===== config.mk =====
export PLATFORM = sky130hd
export DESIGN_NAME = adc_serial_port
export DESIGN_NICKNAME = d
export VERILOG_FILES = /design/src/rtl/adc_sp_pkg.sv /design/src/rtl/adc_sp_edge.sv /design/src/rtl/adc_sp_sckgen.sv /design/src/rtl/adc_sp_shifter.sv /design/src/rtl/adc_serial_port.sv
export SDC_FILE = /design/constraint.sdc
export NUM_CORES = 1
export LEC_CHECK = 0
export CAP_MARGIN = 0
export CORE_UTILIZATION = 44
export CTS_CLUSTER_SIZE = 16
export DETAILED_ROUTE_END_ITERATION = 16
export PLACE_DENSITY = 0.73
export SLEW_MARGIN = 20
export SYNTH_ARGS = -nofsm -noshare
export SYNTH_HDL_FRONTEND = slang
export SYNTH_SLANG_ARGS = --single-unit

===== constraint.sdc =====
create_clock -name clk -period 1.5 [get_ports clk]
set_input_delay 0.15 -clock clk [delete_from_list [all_inputs] [get_ports clk]]
set_output_delay 0.15 -clock clk [all_outputs]
set_load 0.05 [all_outputs]

===== src/rtl/adc_sp_pkg.sv =====
package adc_sp_pkg;
  typedef enum logic [1:0] {
    ST_CONV  = 2'd0,
    ST_SLEEP = 2'd1,
    ST_DOUT  = 2'd2
  } sp_state_t;
endpackage


===== src/rtl/adc_sp_edge.sv =====
// Single-edge detector on a sampled level; RISING picks the edge polarity.
module adc_sp_edge #(
  parameter bit RST_VAL = 1'b0,
  parameter bit RISING  = 1'b1
) (
  input  logic clk,
  input  logic rst,
  input  logic din,
  output logic pulse
);
  logic prev;

  always_ff @(posedge clk) begin
    if (rst) prev <= RST_VAL;
    else     prev <= din;
  end

  generate
    if (RISING) begin : g_rise
      assign pulse = din & ~prev;
    end else begin : g_fall
      assign pulse = ~din & prev;
    end
  endgenerate
endmodule


===== src/rtl/adc_sp_sckgen.sv =====
// Divides the system clock for the serial clock; held low while not running.
module adc_sp_sckgen #(
  parameter int DIV = 8
) (
  input  logic clk,
  input  logic rst,
  input  logic run,
  output logic sck
);
  localparam int HALF = (DIV / 2 > 1) ? DIV / 2 : 1;
  localparam int CW   = (HALF > 1) ? $clog2(HALF) : 1;
  localparam logic [CW-1:0] TERM = CW'(HALF - 1);

  logic [CW-1:0] cnt;

  always_ff @(posedge clk) begin
    if (rst || !run) begin
      cnt <= '0;
      sck <= 1'b0;
    end else if (cnt == TERM) begin
      cnt <= '0;
      sck <= ~sck;
    end else begin
      cnt <= cnt + CW'(1);
    end
  end
endmodule


===== src/rtl/adc_sp_shifter.sv =====
// Result holding register, shifted toward the MSB end one bit per step.
module adc_sp_shifter #(
  parameter int W = 32
) (
  input  logic         clk,
  input  logic         rst,
  input  logic         load,
  input  logic [W-1:0] din,
  input  logic         shift,
  output logic [W-1:0] word
);
  always_ff @(posedge clk) begin
    if (rst)        word <= '0;
    else if (load)  word <= din;
    else if (shift) word <= {word[W-2:0], 1'b0};
  end
endmodule


===== src/rtl/adc_serial_port.sv =====
module adc_serial_port #(
  parameter int RESULT_W = 32,
  parameter int SCK_DIV  = 8
) (
  input  logic                clk,
  input  logic                rst,
  input  logic                cs_n,
  input  logic                sck_in,
  input  logic                sck_internal,
  input  logic                conv_done,
  input  logic [RESULT_W-1:0] result_in,
  output logic                sdo,
  output logic                sdo_oe,
  output logic                sck_out,
  output logic                sck_oe,
  output logic                conv_start
);
  import adc_sp_pkg::*;

  localparam int CNT_W = (RESULT_W > 1) ? $clog2(RESULT_W) : 1;
  localparam logic [CNT_W-1:0] LAST_BIT = CNT_W'(RESULT_W - 1);

  sp_state_t           state, state_nx;
  logic                start_nx;
  logic [CNT_W-1:0]    bit_cnt;
  logic [RESULT_W-1:0] word;
  logic                sck_eff, sck_rise, sck_fall, cs_rise;
  logic                gen_run, load_en, shift_en;

  assign gen_run = (state == ST_DOUT) && !cs_n && sck_internal;

  adc_sp_sckgen #(.DIV(SCK_DIV)) i_sckgen (
    .clk(clk), .rst(rst), .run(gen_run), .sck(sck_out)
  );

  assign sck_eff = sck_internal ? sck_out : sck_in;

  adc_sp_edge #(.RST_VAL(1'b0), .RISING(1'b1)) i_sck_rise (
    .clk(clk), .rst(rst), .din(sck_eff), .pulse(sck_rise)
  );
  adc_sp_edge #(.RST_VAL(1'b0), .RISING(1'b0)) i_sck_fall (
    .clk(clk), .rst(rst), .din(sck_eff), .pulse(sck_fall)
  );
  adc_sp_edge #(.RST_VAL(1'b1), .RISING(1'b1)) i_cs_rise (
    .clk(clk), .rst(rst), .din(cs_n), .pulse(cs_rise)
  );

  assign load_en  = (state == ST_CONV) && conv_done;
  assign shift_en = (state == ST_DOUT) && sck_fall && !cs_rise;

  adc_sp_shifter #(.W(RESULT_W)) i_shifter (
    .clk(clk), .rst(rst), .load(load_en), .din(result_in),
    .shift(shift_en), .word(word)
  );

  always_comb begin
    state_nx = state;
    start_nx = 1'b0;
    case (state)
      ST_CONV: begin
        if (conv_done) state_nx = ST_SLEEP;
      end
      ST_SLEEP: begin
        if (!cs_n && (sck_internal || sck_rise)) state_nx = ST_DOUT;
      end
      ST_DOUT: begin
        if (cs_rise) begin
          state_nx = ST_CONV;
          start_nx = 1'b1;
        end else if (sck_fall && (bit_cnt == LAST_BIT)) begin
          state_nx = ST_CONV;
          start_nx = 1'b1;
        end
      end
      default: begin
        state_nx = ST_CONV;
        start_nx = 1'b1;
      end
    endcase
  end

  always_ff @(posedge clk) begin
    if (rst) begin
      state      <= ST_CONV;
      conv_start <= 1'b1;
      bit_cnt    <= '0;
    end else begin
      state      <= state_nx;
      conv_start <= start_nx;
      if (state == ST_SLEEP && state_nx == ST_DOUT) bit_cnt <= '0;
      else if (shift_en)                             bit_cnt <= bit_cnt + CNT_W'(1);
    end
  end

  always_comb begin
    case (state)
      ST_CONV:  sdo = 1'b1;
      ST_SLEEP: sdo = 1'b0;
      default:  sdo = word[RESULT_W-1];
    endcase
  end

  assign sdo_oe = !cs_n;
  assign sck_oe = sck_internal;
endmodule


==> metrics.yaml, run 1 <==
run_status:
  outcome: "completed"
grt:
  grt_use_total: 0.188
  grt_overflow: 0
  grt_pass1_vias: 1436
  grt_max_degree: 32
  grt_pass1_wl_um: 6300
  antenna_found_initial: 0
finish:
  final_util: 0.652
  drive_above_1_share: 0.141
  nets: 296
  layout_common_cells: "dfxtp_1, clkdlybuf4s50_1, mux2i_1, nand2_1, o21ai_0"
  syn_to_final_growth_pct: 41.0
  nFillCells: 352
  n_antenna_cell: 0
  layout_commonest_cell: "dfxtp_1"
pwr:
  power.combinational.fraction: 0.130
  totalPowerFinal_mw: 2.73
  p_switching_mw: 0.601
  p_int_mw: 2.13
  p_leak_nw: 1.24
  swShare: 0.220
  ir_drop_mv: 0.829
  p_per_area_nw_per_um2: 1040
  p_seq_frac: 0.477
  p_clk_frac: 0.393
yosys:
  synthMuxAreaShare: 0.183
  syn-instance-count: 202
  syn_area_um2: 1860
  synth_compound_area_frac: 0.116
  ys_seq_area_frac: 0.484
  synth-xor-area-share: 0.00940
  synth_simple_gate_area_frac: 0.149
  yosysWarnings: 0
  synth_cell_types: 26
  synth_seq_cells: 45
  avgSynthCellArea_um2: 9.22
  synth_fa_ha_area_frac: 0.0201
  synth_nets: 243
  synth_top_family_by_area: "multiplexers"
timing:
  setup-violations-final: 0
  relSlewSlack: 0.798
  fmax_mhz: 683
  hold_viol_final: 0
  maxSlewViolCount: 0
  final.period_utilization: 0.976
  period_minus_slack_ns: 1.46
  worst_slack_ns: 0.0361
  worstMarginPinSlew_ns: 0.302
  clock_skew_ns: 0.00567
  rsz0062_at_grt: "yes"
detailed_routing:
  drcViolationCount: 0
  dr.pass1.iters: 4
  antenna_left: 0
  drt_iter0_markers: 57
  wire_per_inst_um: 12.3
  viasPerCell: 5.07
  via_count: 1551
  routed_wl_um: 3750
clock_tree:
  clock_latency_ns: 0.30
  cts.sinks: 45
  htree_levels: 2
  clk_path_buf_depth: 2
  postCtsHoldBufs: 0
  cts_buffers: 5
  cts_tree: "built"
  cts_root_buffer: "clkbuf_8"
  clk_pin_slew_ns: 0.08
place:
  portBuffers: 42
  place.gp.congestion: 0.788
  dpl.hpwl_um: 2580
  pre_cts_ws_ns: -0.332
worst_setup_path:
  worstSetupStartpointType: "primary input"
  critPathMaxFanout: 18
  worstPathArrival_ns: 1.65
  critPathKind: "primary input to flop"
  crit_required_ns: 1.69
  endpoint_kind: "flop"
floorplan:
  core_area_um2: 4030
  rows: 23
  io_pins: 43
  fp.dieW_um: 67.1
  die_h_um: 67.1
  start_util: 0.462
  die_area_um2: 4500
worst_hold_path:
  hp-class: "primary input to flop"
run:
  drv_cap: 0
==> flip-flops by register name, indices dropped and copies added, names as in the netlist <==
name,count
i_cs_rise.prev,1
i_sckgen.sck,1
i_sck_fall.prev,1
conv_start,1
i_sckgen.cnt,2
bit_cnt,5
state,2
i_shifter.word,32
==> cell type report <==
class                      count  area (um^2)  share of cell area
clock buffer                   5         68.8              0.0262
timing repair buffer          58          602               0.229
sequential                    45          905               0.344
inverter                       4         15.0             0.00572
clock inverter                 3         65.1              0.0248
tap                           50         62.6              0.0238
multi-input combinational    141          908               0.346
==> power groups by stage <==
| stage | clock network (mW) | logic (mW) | registers, mW |
|---|---|---|---|
| after floorplan | 0 | 0.153 | 1.32 |
| after global placement | 0 | 0.344 | 1.33 |
| after detailed placement | 0 | 0.351 | 1.33 |
| after CTS | 1.09 | 0.353 | 1.30 |
| after global routing | 1.14 | 0.390 | 1.31 |
| final | 1.07 | 0.355 | 1.30 |
==> synth_stat cells <==
cell type,count,area [um^2]
mux2i_1,34,340
a21o_1,1,7.51
nor3b_1,2,15.0
nand2b_1,1,6.26
inv_1,4,15.0
clkbuf_1,7,26.3
nand2_1,33,124
nor2b_1,4,25.0
and3_1,1,6.26
nor3_1,1,5.00
a21oi_1,6,30.0
o211ai_1,1,7.51
ha_1,3,37.5
buf_2,2,10.0
nand3_1,3,15.0
dfxtp_1,45,901
nor2_1,8,30.0
xor2_1,1,8.76
o21ai_0,34,170
nand3b_1,2,15.0
or2_2,1,6.26
buf_4,3,22.5
nand4b_1,1,8.76
or3_1,2,12.5
xnor2_1,1,8.76
nor4b_1,1,8.76
==> layer usage <==
| layer | vias to the layer above | share of wire | global-route usage | wire length, um |
|---|---|---|---|---|
| li1 | 794 | - | - | - |
| met1 | 709 | 0.48 | 0.249 | 1800 |
| met2 | 42 | 0.46 | 0.290 | 1720 |
| met3 | 6 | 0.052 | 0.0548 | 195 |
| met4 | 0 | 0.011 | 0.0559 | 41 |
| met5 | - | 0 | 0 | 0 |
==> per-stage QoR <==
step	setup TNS [ns]	hold WS, ns	instance area [um^2]	std cells
after global routing	-0.0474	0.406	2630	306
final	0	0.401	2630	306
after global placement	-9.32	0.415	2450	297
after detailed placement	-10.94	0.435	2450	297
after CTS	0	0.392	2600	306
after floorplan	0	0.248	1870	202
==> kinds of logic (layout without fill, tap and decap cells) <==
group / Yosys count / in the layout
mux: 34 / 34
compound gates: 42 / 42
simple gates: 60 / 60
fa+ha+maj: 3 / 3
buf+inv: 16 / 70
flops: 45 / 45
xor+xnor: 2 / 2
==> final timing paths <==
path,startpoint,slack (ns),cells after the start,endpoint
max,sck_internal,0.04,7,i_shifter.word[20]
min,result_in[5],0.40,3,i_shifter.word[5]
max reg2reg,i_sckgen.sck,0.08,6,i_shifter.word[20]
min reg2reg,i_sckgen.cnt[0],0.44,1,i_sckgen.cnt[0]
==> worst max-delay path, stage by stage <==
cell	delay [ns]
clkdlybuf4s50_1	0.49
mux2i_1	0.25
nand4b_1	0.15
buf_6	0.17
buf_12	0.16
mux2i_2	0.19
o21ai_0	0.09
==> what timing repair did <==
item | 4_1_cts | 5_1_grt
resized for setup | 2 | 11
setup endpoints to repair | 21 | 26
buffers inserted | 1 | 0
pin swaps | 1 | 2
(Power assumes the default switching activity.)
==> inputs of run 2 (changes only) <==
Settings changed: MAX_ROUTING_LAYER set to met4.
==> run 2 against run 1 <==
Compared with the run above:
- via count is 0.71% higher
- sequential cell count did not move
- fmax increased by 0.13%
- combinational power barely moved
- critical path depth unchanged
- global-route usage rose by 0.50 points
- core utilization is 0.093 points lower
- clock skew is 0.0011 ns lower
- clock-buffer cell count unchanged
- largest cell class is now registers
- highest routed layer unchanged
==> metrics.yaml, run 2 (synthesis gave the netlist of run 1 again) <==
detailed_routing:
  wire_per_inst_um: 12.2  # -0.29%
  routed_wl_um: 3740  # -0.29%
  drt_iter0_markers: 65  # +14%
  drcViolationCount: 0  # unchanged
  viasPerCell: 5.10  # +0.71%
  via_count: 1562  # +0.71%
  dr.pass1.iters: 4  # unchanged
  antenna_left: 0  # unchanged
finish:
  largest_register: "i_shifter.word"
  nets: 296  # unchanged
  design_area_um2: 2620  # -0.14%
  n_antenna_cell: 0  # unchanged
  largest_reg_flops: 32  # unchanged
  ff_latch_area_um2: 905  # unchanged
  syn_to_final_growth_pct: 40.8
  layout_commonest_cell: "dfxtp_1"
  instances_no_fill: 306  # unchanged
  multi_input_area_um2: 905  # -0.41%
  layout_common_cells: "dfxtp_1, clkdlybuf4s50_1, mux2i_1, nand2_1, o21ai_0"
  drive_above_1_share: 0.137  # -0.00391
  reg_top3: "i_shifter.word: 32 flops, bit_cnt: 5 flops"
  final_util: 0.651  # -0.000931
  nFillCells: 353  # +0.28%
grt:
  grt_pass1_wl_um: 6290  # -0.11%
  grt_overflow: 0  # unchanged
  grt_max_degree: 32  # unchanged
  antenna_found_initial: 0  # unchanged
  grt_use_total: 0.193  # +0.00497
  grt_pass1_vias: 1437  # +0.070%
worst_setup_path:
  worstPathArrival_ns: 1.65  # about the same
  critPathMaxFanout: 18  # unchanged
  worstSetupStartpointType: "primary input"
  startpoint: "sck_internal"
  crit_required_ns: 1.69  # about the same
  critPathKind: "primary input to flop"
  rr_startpoint: "i_sckgen.sck"
  endpoint_kind: "flop"
place:
  dpl.hpwl_um: 2580  # unchanged
  portBuffers: 42  # unchanged
  placed_cell_area_um2: 2450  # unchanged
  place.gp.congestion: 0.799  # +1.4%
  pre_cts_ws_ns: -0.332  # unchanged
  dpl.cell_count: 297  # unchanged
floorplan:
  start_util: 0.462  # unchanged
  die_area_um2: 4500  # unchanged
  rows: 23  # unchanged
  fp.dieW_um: 67.1  # unchanged
  io_pins: 43  # unchanged
  core_area_um2: 4030  # unchanged
  die_h_um: 67.1  # unchanged
timing:
  worstMarginPinSlew_ns: 0.302  # +0.000202 ns
  period_minus_slack_ns: 1.46  # -0.00196 ns
  relSlewSlack: 0.798  # about the same
  hold_viol_final: 0  # unchanged
  fmax_mhz: 684  # +0.13%
  tns_ns: 0  # unchanged
  rsz0062_at_grt: "yes"
  maxSlewViolCount: 0  # unchanged
  setup-violations-final: 0  # unchanged
  final.period_utilization: 0.975  # -0.00131
  clock_skew_ns: 0.00454  # -0.00113 ns
  worst_slack_ns: 0.0381  # +0.00196 ns
clock_tree:
  cts_root_buffer: "clkbuf_8"
  cts_tree: "built"
  htree_levels: 2  # unchanged
  clock_latency_ns: 0.29  # about the same
  cts_buffers: 5  # unchanged
  postCtsHoldBufs: 0  # unchanged
  clk_pin_slew_ns: 0.08  # about the same
  clk_path_buf_depth: 2  # unchanged
  cts.sinks: 45  # unchanged
run_status:
  outcome: "completed"
worst_hold_path:
  hp-class: "primary input to flop"
  hp-start: "result_in[5]"
run:
  drv_cap: 0  # unchanged
pwr:
  p_leak_nw: 1.24  # about the same
  ir_drop_mv: 0.837  # +0.98%
  p_per_area_nw_per_um2: 1040  # about the same
-- run 2: cell counts in the layout (fill, tap and decap cells not counted) --
Identical to the previous run, type by type.
-- run 2: metrics by stage --
stage | power (mW) | hold slack, ns
floorplan | 1.48 | 0.248
global placement | 1.67 | 0.415
detailed placement | 1.68 | 0.435
CTS | 2.74 | 0.392
global route | 2.84 | 0.406
finish | 2.73 | 0.405
-- run 2: critical path, cell delays in order --
cell	delay, ns
clkdlybuf4s50_1	0.49
mux2i_1	0.25
nand4b_1	0.15
buf_6	0.17
buf_12	0.16
mux2i_2	0.19
o21ai_0	0.09
-- run 2: area by class of cell --
class / instances / area share
Clock buffer: 5 / 0.0262
Timing Repair Buffer: 58 / 0.229
Multi-Input combinational cell: 141 / 0.345
Clock inverter: 3 / 0.0248
Sequential cell: 45 / 0.345
Inverter: 4 / 0.00573
Tap cell: 50 / 0.0239
-- run 2: timing repair --
item                                    4_1_cts  5_1_grt
setup buffers                                 1        0
endpoints found under the setup margin       21       26
resized for setup                             2       10
pin swaps                                     1        2
-- run 2: final timing paths --
| check | to | slack [ns] | cells after the start |
|---|---|---|---|
| setup / recovery | i_shifter.word[20] | 0.04 | 7 |
| hold / removal | i_shifter.word[5] | 0.41 | 3 |
| setup reg to reg | i_shifter.word[20] | 0.09 | 6 |
| hold reg to reg | i_sckgen.cnt[0] | 0.44 | 1 |
-- run 2: where the power goes --
group	switching, mW	total (mW)	leakage, nW	internal [mW]
sequential	0.0379	1.30	0.370	1.26
combinational	0.151	0.354	0.799	0.203
clock	0.410	1.07	0.0681	0.662
-- run 2: metal layers --
metal  vias to the layer above  track usage  routed length, um
met5                         -            -                  0
met4                         0       0.0559                  8
met3                         2       0.0548                220
met2                        47        0.293               1730
met1                       718        0.247               1780
li1                        795            -                  -
==> inputs of run 3 (changes only) <==
Settings changed: CAP_MARGIN 0 to unset, CORE_MARGIN set to 1.5.
==> run 3 against run 2 <==
Compared with the run above:
- first-iteration DRC count shrank 34%
- largest power group unchanged
- critical endpoint is now sdo
- critical path depth shrank 3
- power shrank 9.7%
- sequential power is essentially flat
==> metrics.yaml, run 3 (synthesis gave the netlist of run 1 again) <==
grt:
  grt_pass1_vias: 1426  # -0.77%
  grt_use_total: 0.183  # -0.00931
  grt_pass1_wl_um: 6180  # -1.7%
  grt_overflow: 0  # unchanged
  antenna_found_initial: 0  # unchanged
  grt_max_degree: 32  # unchanged
floorplan:
  die_h_um: 68.1  # +1.5%
  core_area_um2: 4030  # unchanged
  rows: 23  # unchanged
  io_pins: 43  # unchanged
  start_util: 0.462  # unchanged
  die_area_um2: 4630  # +3.0%
  fp.dieW_um: 68.1  # +1.5%
worst_hold_path:
  hp-start: "sck_internal"
  whs_endpoint: "i_sckgen.sck"
  hp-class: "primary input to flop"
  min_path_cells: 4  # +1
finish:
  largest_reg_flops: 32  # unchanged
  largest_register: "i_shifter.word"
  n_antenna_cell: 0  # unchanged
  ff_latch_area_um2: 905  # unchanged
  instances_no_fill: 307  # +0.33%
  reg_top3: "i_shifter.word: 32 flops, bit_cnt: 5 flops"
  nFillCells: 364  # +3.1%
  layout_commonest_cell: "dfxtp_1"
  design_area_um2: 2590  # -1.4%
  syn_to_final_growth_pct: 38.8
  drive_above_1_share: 0.144  # +0.00725
  multi_input_area_um2: 918  # +1.5%
  nets: 297  # +0.34%
  layout_common_cells: "dfxtp_1, clkdlybuf4s50_1, o21ai_0, mux2i_1, nand2_1"
pwr:
  totalPowerFinal_mw: 2.46  # -9.7%
  p_per_area_nw_per_um2: 952  # -8.4%
  p_leak_nw: 1.23  # -0.15%
  ir_drop_mv: 0.625  # -25%
run_status:
  outcome: "completed"
timing:
  fmax_mhz: 719  # +5.1%
  period_minus_slack_ns: 1.39  # -0.0714 ns
  setup-violations-final: 0  # unchanged
  relSlewSlack: 0.811  # +0.0133
  hold_viol_final: 0  # unchanged
  clock_skew_ns: 0.00491  # +0.000371 ns
  final.period_utilization: 0.927  # -0.0476
  maxSlewViolCount: 0  # unchanged
  worstMarginPinSlew_ns: 0.282  # -0.0204 ns
  rsz0062_at_grt: "no"
detailed_routing:
  viasPerCell: 4.99  # -2.3%
  drcViolationCount: 0  # unchanged
  drt_iter0_markers: 43  # -34%
  dr.pass1.iters: 4  # unchanged
  wire_per_inst_um: 12.1  # -0.86%
  antenna_left: 0  # unchanged
  routed_wl_um: 3720  # -0.53%
  via_count: 1531  # -2.0%
worst_setup_path:
  r2r_end: "bit_cnt[3]"
  worstPathArrival_ns: 1.24  # -0.41 ns
  r2r_cells: 5  # -1
  rr_startpoint: "i_sckgen.sck"
  crit_required_ns: 1.35  # -0.34 ns
  endpoint_kind: "output pin"
  worstSetupStartpointType: "flop"
  critPathKind: "flop to output pin"
  r2r_setup_slack_ns: 0.12  # +0.03 ns
  critPathMaxFanout: 4  # -14
  startpoint: "state[0]"
place:
  placed_cell_area_um2: 2420  # -1.1%
  place.gp.congestion: 0.853  # +6.7%
  dpl.hpwl_um: 2610  # +1.1%
  portBuffers: 42  # unchanged
  dpl.cell_count: 295  # -0.67%
clock_tree:
  cts_buffers: 5  # unchanged
  cts_tree: "built"
  cts.sinks: 45  # unchanged
  clock_latency_ns: 0.29  # about the same
  clk_path_buf_depth: 2  # unchanged
  cts_root_buffer: "clkbuf_8"
  clk_pin_slew_ns: 0.08  # about the same
  htree_levels: 2  # unchanged
run:
  drv_cap: 0  # unchanged
run 3: changes by cell type in the layout (fill, tap and decap cells not counted), sizes merged:
cell / previous run / this run
dlymetal6s2s: 0 / 1
clkbuf: 5 / 7
or2: 1 / 2
clkdlybuf4s50: 37 / 36
bufinv: 2 / 0
run 3: through the flow:
step | utilization | hold slack [ns] | setup slack (ns) | setup TNS, ns
final | 0.642 | 0.368 | 0.110 | 0
after detailed placement | 0.601 | 0.419 | -0.470 | -15.20
after CTS | 0.631 | 0.410 | 0.00308 | 0
after floorplan | - | 0.248 | 0.0259 | 0
after global placement | 0.601 | 0.416 | -0.384 | -12.66
after global routing | 0.642 | 0.407 | 0.0238 | 0
run 3: worst max-delay path, stage by stage, from the launching register on:
cell and delay (ns):
dfxtp_1 0.34, buf_4 0.13, nor2b_1 0.24, a21oi_2 0.08, buf_12 0.16
run 3: worst max path at each step:
stage,cells past startpoint,end
floorplan,5,bit_cnt[3]
global placement,6,i_shifter.word[27]
global route,7,i_shifter.word[8]
CTS,7,i_shifter.word[6]
finish,4,sdo
detailed placement,6,i_shifter.word[23]
run 3: routing by layer:
layer / vias to the layer above / wire, um / part of all wire / GRT usage
met5: - / 0 / 0 / -
met4: 0 / 48 / 0.013 / 0.0600
met3: 5 / 151 / 0.041 / 0.0411
met2: 26 / 1690 / 0.45 / 0.299
met1: 693 / 1830 / 0.49 / 0.225
li1: 807 / - / - / -
run 3: what timing repair did:
| item | 4_1_cts | 5_1_grt |
|---|---|---|
| endpoints found under the setup margin | 35 | 34 |
| cloned | 0 | 1 |
| hold buffers | 0 | 0 |
| setup buffers | 2 | 1 |
| resized for setup | 2 | 8 |
| pin swaps | 1 | 1 |
run 3: layout make-up:
type,instances,share of cell area
Inverter,4,0.00581
Clock buffer,7,0.0373
Clock inverter,1,0.00194
Timing Repair Buffer,58,0.226
Multi-Input combinational cell,142,0.355
Tap cell,50,0.0242
Sequential cell,45,0.350
run 3: power breakdown:
part | internal (mW) | leakage [nW] | switching, mW | total [mW]
sequential | 1.26 | 0.370 | 0.0363 | 1.30
clock | 0.416 | 0.0542 | 0.393 | 0.809
combinational | 0.200 | 0.811 | 0.154 | 0.354
total | 1.88 | 1.23 | 0.583 | 2.46
